--- src/rtl/ptp_snap_pkg.sv ---
package ptp_snap_pkg;
  typedef enum logic [1:0] {RX_IDLE, RX_PRE, RX_BODY, RX_DROP} rx_state_e;
  localparam logic [3:0] NIB_PREAMBLE = 4'h5;
  localparam logic [3:0] NIB_DELIM    = 4'hD;
  localparam int UUID_BYTES = 6;
  localparam int SEQ_BYTES  = 2;
endpackage

--- src/rtl/ptp_sfd_detect.sv ---
module ptp_sfd_detect
  import ptp_snap_pkg::*;
#(
  parameter int IDX_W = 8
) (
  input  logic             clk,
  input  logic             rst,
  input  logic             dv,
  input  logic [3:0]       d,
  output logic             sfd_hit,
  output logic             body_vld,
  output logic             in_body,
  output logic             frame_start,
  output logic             frame_end,
  output logic [IDX_W-1:0] nib_idx
);
  localparam logic [IDX_W-1:0] IDX_MAX = {IDX_W{1'b1}};

  rx_state_e state;
  logic      dv_q;

  assign sfd_hit     = dv && (state == RX_PRE) && (d == NIB_DELIM);
  assign body_vld    = dv && (state == RX_BODY);
  assign in_body     = (state == RX_BODY);
  assign frame_start = dv && !dv_q;
  assign frame_end   = dv_q && !dv;

  always_ff @(posedge clk) begin
    if (rst) begin
      state <= RX_IDLE;
      dv_q  <= 1'b0;
    end else begin
      dv_q <= dv;
      if (!dv) begin
        state <= RX_IDLE;
      end else begin
        case (state)
          RX_IDLE: state <= (d == NIB_PREAMBLE) ? RX_PRE : RX_DROP;
          RX_PRE: begin
            if (d == NIB_DELIM)         state <= RX_BODY;
            else if (d != NIB_PREAMBLE) state <= RX_DROP;
          end
          default: state <= state;
        endcase
      end
    end
  end

  always_ff @(posedge clk) begin
    if (rst) begin
      nib_idx <= '0;
    end else if (sfd_hit) begin
      nib_idx <= '0;
    end else if (body_vld && nib_idx != IDX_MAX) begin
      nib_idx <= nib_idx + 1'b1;
    end
  end

  // one delimiter per frame: the body state follows straight after
  AST_ONE_DELIM: assert property (@(posedge clk) disable iff (rst)
    sfd_hit |=> !sfd_hit);
  AST_BODY_AFTER_DELIM: assert property (@(posedge clk) disable iff (rst)
    sfd_hit |=> (in_body && nib_idx == '0));
endmodule

--- src/rtl/ptp_field_grab.sv ---
module ptp_field_grab #(
  parameter int IDX_W     = 8,
  parameter int OFS_BYTES = 0,
  parameter int N_BYTES   = 2
) (
  input  logic               clk,
  input  logic               rst,
  input  logic               start,
  input  logic               nib_vld,
  input  logic [IDX_W-1:0]   nib_idx,
  input  logic [3:0]         nib,
  output logic [8*N_BYTES-1:0] field,
  output logic               complete
);
  localparam int N_NIBS = 2 * N_BYTES;
  localparam int FIRST  = 2 * OFS_BYTES;
  localparam logic [IDX_W-1:0] LAST_I = IDX_W'(FIRST + N_NIBS - 1);

  for (genvar g = 0; g < N_NIBS; g++) begin : g_slot
    localparam logic [IDX_W-1:0] SLOT_I = IDX_W'(FIRST + g);
    localparam int LSB = (N_BYTES - 1 - g / 2) * 8 + (g % 2) * 4;
    always_ff @(posedge clk) begin
      if (rst) begin
        field[LSB +: 4] <= 4'h0;
      end else if (nib_vld && nib_idx == SLOT_I) begin
        field[LSB +: 4] <= nib;
      end
    end
  end

  always_ff @(posedge clk) begin
    if (rst || start) begin
      complete <= 1'b0;
    end else if (nib_vld && nib_idx == LAST_I) begin
      complete <= 1'b1;
    end
  end

  AST_COMPLETE_FROM_DATA: assert property (@(posedge clk) disable iff (rst)
    $rose(complete) |-> $past(nib_vld));
endmodule

--- src/rtl/ptp_snap_store.sv ---
module ptp_snap_store #(
  parameter int TIME_W = 64,
  parameter int UUID_W = 48,
  parameter int SEQ_W  = 16
) (
  input  logic              clk,
  input  logic              rst,
  input  logic              commit,
  input  logic              clr,
  input  logic [TIME_W-1:0] pend_time,
  input  logic [UUID_W-1:0] pend_uuid,
  input  logic [SEQ_W-1:0]  pend_seq,
  output logic [TIME_W-1:0] snap_time,
  output logic [UUID_W-1:0] snap_uuid,
  output logic [SEQ_W-1:0]  snap_seq,
  output logic              locked
);
  always_ff @(posedge clk) begin
    if (rst) begin
      snap_time <= '0;
      snap_uuid <= '0;
      snap_seq  <= '0;
      locked    <= 1'b0;
    end else if (commit) begin
      snap_time <= pend_time;
      snap_uuid <= pend_uuid;
      snap_seq  <= pend_seq;
      locked    <= 1'b1;
    end else if (clr) begin
      locked    <= 1'b0;
    end
  end

  AST_HOLD_WHILE_LOCKED: assert property (@(posedge clk) disable iff (rst)
    (locked && !clr) |=> (locked && $stable(snap_time) && $stable(snap_uuid) && $stable(snap_seq)));
  AST_CLEAR_DROPS_LOCK: assert property (@(posedge clk) disable iff (rst)
    (clr && !commit) |=> (!locked && $stable(snap_seq)));
  AST_CLEAR_WITH_COMMIT: assert property (@(posedge clk) disable iff (rst)
    (clr && commit) |=> locked);
endmodule

--- src/rtl/ptp_snap_unit.sv ---
module ptp_snap_unit
  import ptp_snap_pkg::*;
#(
  parameter int TIME_W   = 64,
  parameter int UUID_OFS = 22,
  parameter int SEQ_OFS  = 30,
  parameter int IDX_W    = 8
) (
  input  logic              clk,
  input  logic              rst,
  input  logic              mii_dv,
  input  logic              mii_err,
  input  logic [3:0]        mii_d,
  input  logic              frame_ok,
  input  logic [TIME_W-1:0] sys_time,
  input  logic              lock_clr,
  output logic [TIME_W-1:0] snapshot_time,
  output logic [47:0]       snapshot_uuid,
  output logic [15:0]       snapshot_seq,
  output logic              snap_locked
);
  localparam int UUID_W = 8 * UUID_BYTES;
  localparam int SEQ_W  = 8 * SEQ_BYTES;

  logic              sfd_hit, body_vld, in_body, frame_start, frame_end;
  logic [IDX_W-1:0]  nib_idx;
  logic [TIME_W-1:0] pend_time;
  logic [UUID_W-1:0] pend_uuid;
  logic [SEQ_W-1:0]  pend_seq;
  logic              uuid_done, seq_done;
  logic              frame_bad;
  logic              commit;

  ptp_sfd_detect #(.IDX_W(IDX_W)) u_detect (
    .clk(clk), .rst(rst), .dv(mii_dv), .d(mii_d),
    .sfd_hit(sfd_hit), .body_vld(body_vld), .in_body(in_body),
    .frame_start(frame_start), .frame_end(frame_end), .nib_idx(nib_idx)
  );

  ptp_field_grab #(.IDX_W(IDX_W), .OFS_BYTES(UUID_OFS), .N_BYTES(UUID_BYTES)) u_uuid (
    .clk(clk), .rst(rst), .start(sfd_hit), .nib_vld(body_vld),
    .nib_idx(nib_idx), .nib(mii_d), .field(pend_uuid), .complete(uuid_done)
  );

  ptp_field_grab #(.IDX_W(IDX_W), .OFS_BYTES(SEQ_OFS), .N_BYTES(SEQ_BYTES)) u_seq (
    .clk(clk), .rst(rst), .start(sfd_hit), .nib_vld(body_vld),
    .nib_idx(nib_idx), .nib(mii_d), .field(pend_seq), .complete(seq_done)
  );

  always_ff @(posedge clk) begin
    if (rst) begin
      pend_time <= '0;
    end else if (sfd_hit) begin
      pend_time <= sys_time;
    end
  end

  always_ff @(posedge clk) begin
    if (rst) begin
      frame_bad <= 1'b0;
    end else if (frame_start) begin
      frame_bad <= mii_err;
    end else if (mii_dv && mii_err) begin
      frame_bad <= 1'b1;
    end
  end

  assign commit = frame_end && in_body && !frame_bad && frame_ok &&
                  uuid_done && seq_done && (!snap_locked || lock_clr);

  ptp_snap_store #(.TIME_W(TIME_W), .UUID_W(UUID_W), .SEQ_W(SEQ_W)) u_store (
    .clk(clk), .rst(rst), .commit(commit), .clr(lock_clr),
    .pend_time(pend_time), .pend_uuid(pend_uuid), .pend_seq(pend_seq),
    .snap_time(snapshot_time), .snap_uuid(snapshot_uuid), .snap_seq(snapshot_seq),
    .locked(snap_locked)
  );

  AST_COMMIT_NEEDS_OK: assert property (@(posedge clk) disable iff (rst)
    $rose(snap_locked) |-> ($past(frame_ok) && !$past(mii_dv)));
  AST_ERR_NO_UPDATE: assert property (@(posedge clk) disable iff (rst)
    (frame_end && frame_bad) |=> ($stable(snapshot_time) && $stable(snapshot_seq) && $stable(snapshot_uuid)));
  AST_TIME_FROM_DELIM: assert property (@(posedge clk) disable iff (rst)
    sfd_hit |=> (pend_time == $past(sys_time)));
endmodule

--- config.mk ---
export PLATFORM = sky130hd
export DESIGN_NAME = ptp_snap_unit
export DESIGN_NICKNAME = d
export VERILOG_FILES = /design/src/rtl/ptp_snap_pkg.sv /design/src/rtl/ptp_sfd_detect.sv /design/src/rtl/ptp_field_grab.sv /design/src/rtl/ptp_snap_store.sv /design/src/rtl/ptp_snap_unit.sv
export SDC_FILE = /design/constraint.sdc
export NUM_CORES = 1
export LEC_CHECK = 0
export ABC_AREA = 1
export CAP_MARGIN = 25
export CORE_MARGIN = 2
export CORE_UTILIZATION = 40
export CTS_CLUSTER_DIAMETER = 40
export DETAILED_ROUTE_END_ITERATION = 8
export GPL_TIMING_DRIVEN = 0
export PLACE_DENSITY = 0.75
export SETUP_SLACK_MARGIN = 0.05
export SLEW_MARGIN = 20
export SYNTH_ARGS = -nofsm -noshare
export SYNTH_HDL_FRONTEND = slang
export SYNTH_HIERARCHICAL = 1
export SYNTH_SLANG_ARGS = --single-unit
--- constraint.sdc ---
create_clock -name clk -period 4.84 [get_ports clk]
set_clock_uncertainty 0.2 [all_clocks]
set_input_delay 0.968 -clock clk [delete_from_list [all_inputs] [get_ports clk]]
set_output_delay 0.968 -clock clk [all_outputs]
set_load 0.05 [all_outputs]
---- After elaboration in Yosys (flattened, before gate mapping) ----
Index checks and enable logic that the tools add are counted.
operators by class
  add/sub/neg operators ................... 1
  equal/unequal tests ..................... 23
  muxes and demuxes ....................... 8
  bitwise operators ....................... 1
  reductions and logical operators ........ 42
operators by type and width
  kind                                                                    count
  8-bit by 6-bit equality test with 1-bit output (second input constant)  16
  1-bit logical AND                                                       29
  8-bit by 1-bit adder with 8-bit output (second input constant)          1
  8-bit != test (second input constant)                                   1
  2-bit 2-to-1 mux                                                        3
  2-bit nonzero test                                                      3
  4-bit by 3-bit equality test with 1-bit output (second input constant)  1
  4-bit equality test (second input constant)                             1
  1-bit zero test                                                         4
  1-bit 2-to-1 mux                                                        4
  4-bit by 3-bit != test with 1-bit output (second input constant)        1
  2-bit case mux with 2 select lines                                      1
  2-bit OR reduction                                                      2
  3-bit != test (second input constant)                                   1
  2-bit by 1-bit equality test with 1-bit output (second input constant)  1
  2-bit equality test (second input constant)                             1
  2-bit zero test                                                         1
  1-bit logical OR                                                        2
  2-bit AND reduction                                                     1
  1-bit inverter                                                          1
word-level totals
  register bits ........................... 271
  input port bits ......................... 74
  output and inout port bits .............. 129
  logic and storage cells ................. 102

---- Depth between registers and ports, before layout ----
Gate-level depths: netlist (run 1).
  depth in word-level cells ............... 9
  depth in mapped cells ................... 10
  gate-level depth less buffers ........... 9

---- Modules after synthesis ----
The synthesis (run 1) kept the hierarchy.
by module, submodules not included
  module                    instances  cells an instance  area an instance (µm²)  sequential area each (µm²)
  ptp_snap_store            1          560                4488.1                  2582.5
  ptp_snap_unit             1          287                2302.2                  1301.2
  ptp_field_grab at u_uuid  1          316                2122.0                  980.9
  ptp_field_grab at u_seq   1          146                943.4                   340.3
  ptp_sfd_detect            1          88                 609.3                   220.2

---- Worst setup path after synthesis (run 1) ----
No wires, ideal clock.
  path type ............................... input-to-reg
  start point ............................. input mii_d[0]
  end point ............................... register pend_time[0]
  setup time .............................. 0.070 ns
  arrival ................................. 2.015 ns
  path slack .............................. 2.554 ns
  stages on the path ...................... 8
  buffers on the path ..................... 2
  cells stage by stage .................... inv_1 nor2_1 nand3_1 nor2_2 buf_4 clkbuf_8 nand2_1 a21oi_1
on the way
  longest elaborated chain between the ends .. 2
RTL lines
  what                  line                  text
  start, declared       ptp_snap_unit.sv:13   input logic [3:0] mii_d,
  4-bit equality test   ptp_sfd_detect.sv:22  assign sfd_hit = dv && (state == RX_PRE) && (d == NIB_DELIM);
  1-bit logical AND     ptp_sfd_detect.sv:22
  via sfd_hit           ptp_snap_unit.sv:25   logic sfd_hit, body_vld, in_body, frame_start, frame_end;
  end signal, assigned  ptp_snap_unit.sv:54   pend_time <= sys_time;
  end, declared         ptp_snap_unit.sv:27   logic [TIME_W-1:0] pend_time;
The timed path passes the listed nets, and every way through them passes these cells.
A chain may end at the register's enable or synchronous reset.

---- Worst setup path after layout (run 1) ----
  start point ............................. register u_store.snap_uuid[40]
  end point ............................... output snapshot_uuid[40]
RTL lines
  what                    line                  text
  start, declared         ptp_snap_store.sv:14  output logic [UUID_W-1:0] snap_uuid,
  start signal, assigned  ptp_snap_store.sv:26  snap_uuid <= pend_uuid;
  end, declared           ptp_snap_unit.sv:18   output logic [47:0] snapshot_uuid,
No word-level cell between the ends.

==> impl_metrics.csv, run 1 <==
group,metric,value,unit
status,outcome,"completed",
synth,synthTopCellsByArea,"dfxtp_1 52%, nor2_1 13%, nand2_1 8.9%, o21ai_0 6.2%, a21oi_1 5.0%",
power_and_ir_drop,p_per_area,375,mW/mm2
drt,postRouteWirelength,29400,um
synth,synth_area,0.0105,mm2
synth,yosysMostFrequentCell,"nor2_1",
critical_path,regToRegEndpoint,"u_store/snap_time[16]",
sta,setup_ws,1.91,ns
clock_tree,cts_setup_buffers,0,
sta,drv_slew,0,
power_and_ir_drop,leakage,0.00610,uW
final_layout,diodes,0,
drt,num_vias,9855,
placed_design,gp_congestion,0.862,
critical_path,critical_path_class,"register to primary output",
synth,avgSynthCellArea,7.49,um2
floorplanning,die_x,166,um
synth,synth_top_area_cell,"dfxtp_1",
synth,synth_edf_count,0,
sta,period_needed,2.93,ns
clock_tree,cts.repair.resized,0,
grt,antenna_found_initial,0,
sta,timing.fmax,341,MHz
sta,report.final.setup_viol,0,
power_and_ir_drop,ir_drop,0.234,mV
synth,synth_cell_types,30,
sta,rsz0062_at_grt,"no",
placed_design,place.port_buffers,202,
critical_path,crit_path_end_kind,"primary output",
placed_design,dp.cells,1934,
placed_design,placedInstanceArea,0.0129,mm2
sta,worst_slew_pin_slew,0.667,ns
grt,grt_overflow_total,0,
synth,ys_seq_elements,271,
final_layout,postLayoutCellArea,0.0143,mm2
critical_path,reg2reg_slack,2.74,ns
final_layout,stdcell_count,2005,
job,max_cap_violations,0,
critical_path,rr_worst_depth,8,
placed_design,place_ws,1.49,ns
sta,hold_viol_final,0,
critical_path,slowest_delay,0.92,ns
sta,min_period_over_period,60.6,%
clock_tree,clockBufferDepth,3,
clock_tree,cts_buffers,40,
critical_path,critPathTopFamily,"buffers and inverters",
clock_tree,cts_hold_buf,0,
clock_tree,numClockSinks,271,
clock_tree,cts_tree,"built",
critical_path,start_kind,"register",
synth,ys_seq_area_share,51.8,%
synth,synth_ff_type,"dfxtp_1",
sta,finalSetupTns,0,ns
sta,relSlewSlack,55.4,%
clock_tree,clockRootBuffer,"clkbuf_16",
drt,viasPerCell,4.92,
synth,synthCells,1397,
final_layout,utilization,55.4,%
drt,drt-initial-drc-count,988,
grt,grt_max_degree,16,
min_path,min_from,"u_seq/complete",
critical_path,cp_data_arrival_time,1.77,ns
clock_tree,insertion_delay,0.53,ns
critical_path,critPathBufInv,1,
drt,drc_errors,0,
final_layout,fin_nets,1716,
critical_path,cp.required,3.67,ns
critical_path,reg2reg_from,"u_detect/state[1]",
floorplanning,core_area,0.0258,mm2
min_path,min_path_type,"register to register",
grt,grt_use_total,20.7,%
final_layout,num-fill-cells,2403,
grt,grt_pass1_vias,9457,
clock_tree,htreeDepth,2,
floorplanning,io_pins,203,
clock_tree,path_clk_slew,0.05,ns
synth,async_flop_share,0,%
floorplanning,row_count,59,
drt,detail-route-antenna-nets,0,
final_layout,area_growth,36.7,%
drt,wl_per_cell,14.7,um
floorplanning,initial_core_util,40.5,%
floorplanning,die_area,0.0275,mm2
synth,synth_common_cells,"368 x nor2_1, 271 x dfxtp_1, 249 x nand2_1",
drt,drtPass1Iterations,6,
grt,grt_pass1_wl,47400,um
synth,syn_nets,1472,
floorplanning,die_height,166,um
synth,ys_warn_count,6,
min_path,worstHoldPathCells,2,
placed_design,dpl.hpwl,20400,um
final_layout,drive_gt1_share,10.1,%
critical_path,critPathMaxFanout,2,
critical_path,crit_chain,"clkdlybuf4s50_1",
synth,synth_top_area_share,51.8,%
critical_path,critPathSlowestCell,"clkdlybuf4s50_1",
min_path,whs_endpoint,"u_seq/complete",
sequential cells by signal, summed over array words and instances, names as in the netlist:
| signal | cells |
|---|---|
| u_store/snap_seq | 16 |
| u_store/snap_time | 64 |
| u_store/locked | 1 |
| u_detect/state | 2 |
| pend_time | 64 |
| u_store/snap_uuid | 48 |
| u_uuid/complete | 1 |
| u_uuid/field | 48 |
| frame_bad | 1 |
| u_seq/complete | 1 |
| u_detect/nib_idx | 8 |
| u_detect/dv_q | 1 |
| u_seq/field | 16 |
area by class of cell:
type | count | area (um2) | share of cell area (%)
repair buffers | 202 | 2020 | 14.1
multi-input cells | 962 | 4200 | 29.3
clock buffers | 45 | 1060 | 7.41
clock inverters | 26 | 343 | 2.40
well taps | 335 | 419 | 2.93
flip-flops and latches | 271 | 5430 | 37.9
plain buffers | 78 | 515 | 3.60
inverters | 86 | 325 | 2.27
cells in the final DEF, fill, tap and decap left out, types with 3 or more instances in the layout:
cell	count
clkbuf_2	11
nor2_4	4
buf_1	3
nor2_1	368
clkinv_4	6
nor2_2	13
clkbuf_1	18
clkinv_2	4
clkdlybuf4s50_1	202
inv_1	73
buf_4	4
inv_6	6
dfxtp_1	271
clkbuf_8	10
clkbuf_16	40
o21ai_0	129
nand4_1	18
nand3_2	3
nand3_1	55
nor3_1	4
a21oi_1	105
nand2_1	249
bufinv_16	5
nand3_4	3
buf_2	23
inv_2	8
nand2_2	4
clkinv_8	3
clkinv_1	4
buf_6	14
routing by layer:
| metal | track usage (%) | vias to the layer above | wire (um) | share of wire, % |
|---|---|---|---|---|
| li1 | - | 4929 | - | - |
| met5 | 0 | - | 0 | 0 |
| met4 | 7.30 | 0 | 804 | 2.7 |
| met1 | 25.7 | 4520 | 12500 | 43 |
| met3 | 4.36 | 59 | 1940 | 6.6 |
| met2 | 35.7 | 347 | 14100 | 48 |
cells by family after synthesis:
group	Yosys count	share of synthesized area (%)
AND/OR/NAND/NOR	726	28.8
buffers and inverters	164	8.03
flip-flops	271	51.8
adder cells (fa/ha/maj)	1	0.120
AO/OA/AOI/OAI	235	11.3
power breakdown:
group / internal [uW] / total (uW) / switching [uW]
Sequential: 2240 / 2240 / 5.79
Combinational: 74.9 / 162 / 87.0
Clock: 1880 / 2970 / 1090
Total: 4190 / 5370 / 1180
how the worst max path moves through the flow:
stage / startpoint / to / cells after the start
2_1_floorplan: mii_d[0] / pend_time[0] / 8
3_3_place_gp: mii_d[0] / pend_time[18] / 9
3_5_place_dp: mii_d[0] / pend_time[21] / 9
4_1_cts: u_store/snap_uuid[40] / snapshot_uuid[40] / 1
5_1_grt: u_store/snap_uuid[40] / snapshot_uuid[40] / 1
6_report: u_store/snap_uuid[40] / snapshot_uuid[40] / 1
per-stage QoR:
| stage | power, uW | hold WS, ns |
|---|---|---|
| 5_1_grt | 5540 | 0.276 |
| 4_1_cts | 5420 | 0.248 |
| 3_3_place_gp | 2450 | 0.233 |
| 3_5_place_dp | 2450 | 0.240 |
| 6_report | 5370 | 0.246 |
| 2_1_floorplan | 2350 | 0.224 |
Power figures use the tool's default switching activity.
==> run 2, diff against run 1 <==
clock period = 3 ns   (was 4.84 ns; I/O delays follow)
==> results of run 2 <==
Same layout as run 1 (identical final DEF). Status: completed.
Among the figures that moved: setup slack after placement 1.49 ns -> 0.0198 ns; setup slack after layout 1.91 ns -> 0.433 ns; register-to-register setup slack 2.74 ns -> 0.90 ns; total power 5370 uW -> 8670 uW; worst IR drop on VDD 0.234 mV -> 0.377 mV
==> run 3, diff against run 2 <==
==> constraint.sdc (replaced) <==
create_clock -name clk -period 3 [get_ports clk]
set_clock_uncertainty 0.2 [all_clocks]
set_input_delay 0.9 -clock clk [delete_from_list [all_inputs] [get_ports clk]]
set_output_delay 0.9 -clock clk [all_outputs]
set_load 0.05 [all_outputs]
==> results of run 3 <==
Same layout as run 1 (identical final DEF). Status: completed.
Among the figures that moved: setup slack after placement 1.49 ns -> -0.280 ns; setup slack after layout 1.91 ns -> 0.133 ns; register-to-register setup slack 2.74 ns -> 0.90 ns; total power 5370 uW -> 8670 uW; worst IR drop on VDD 0.234 mV -> 0.377 mV
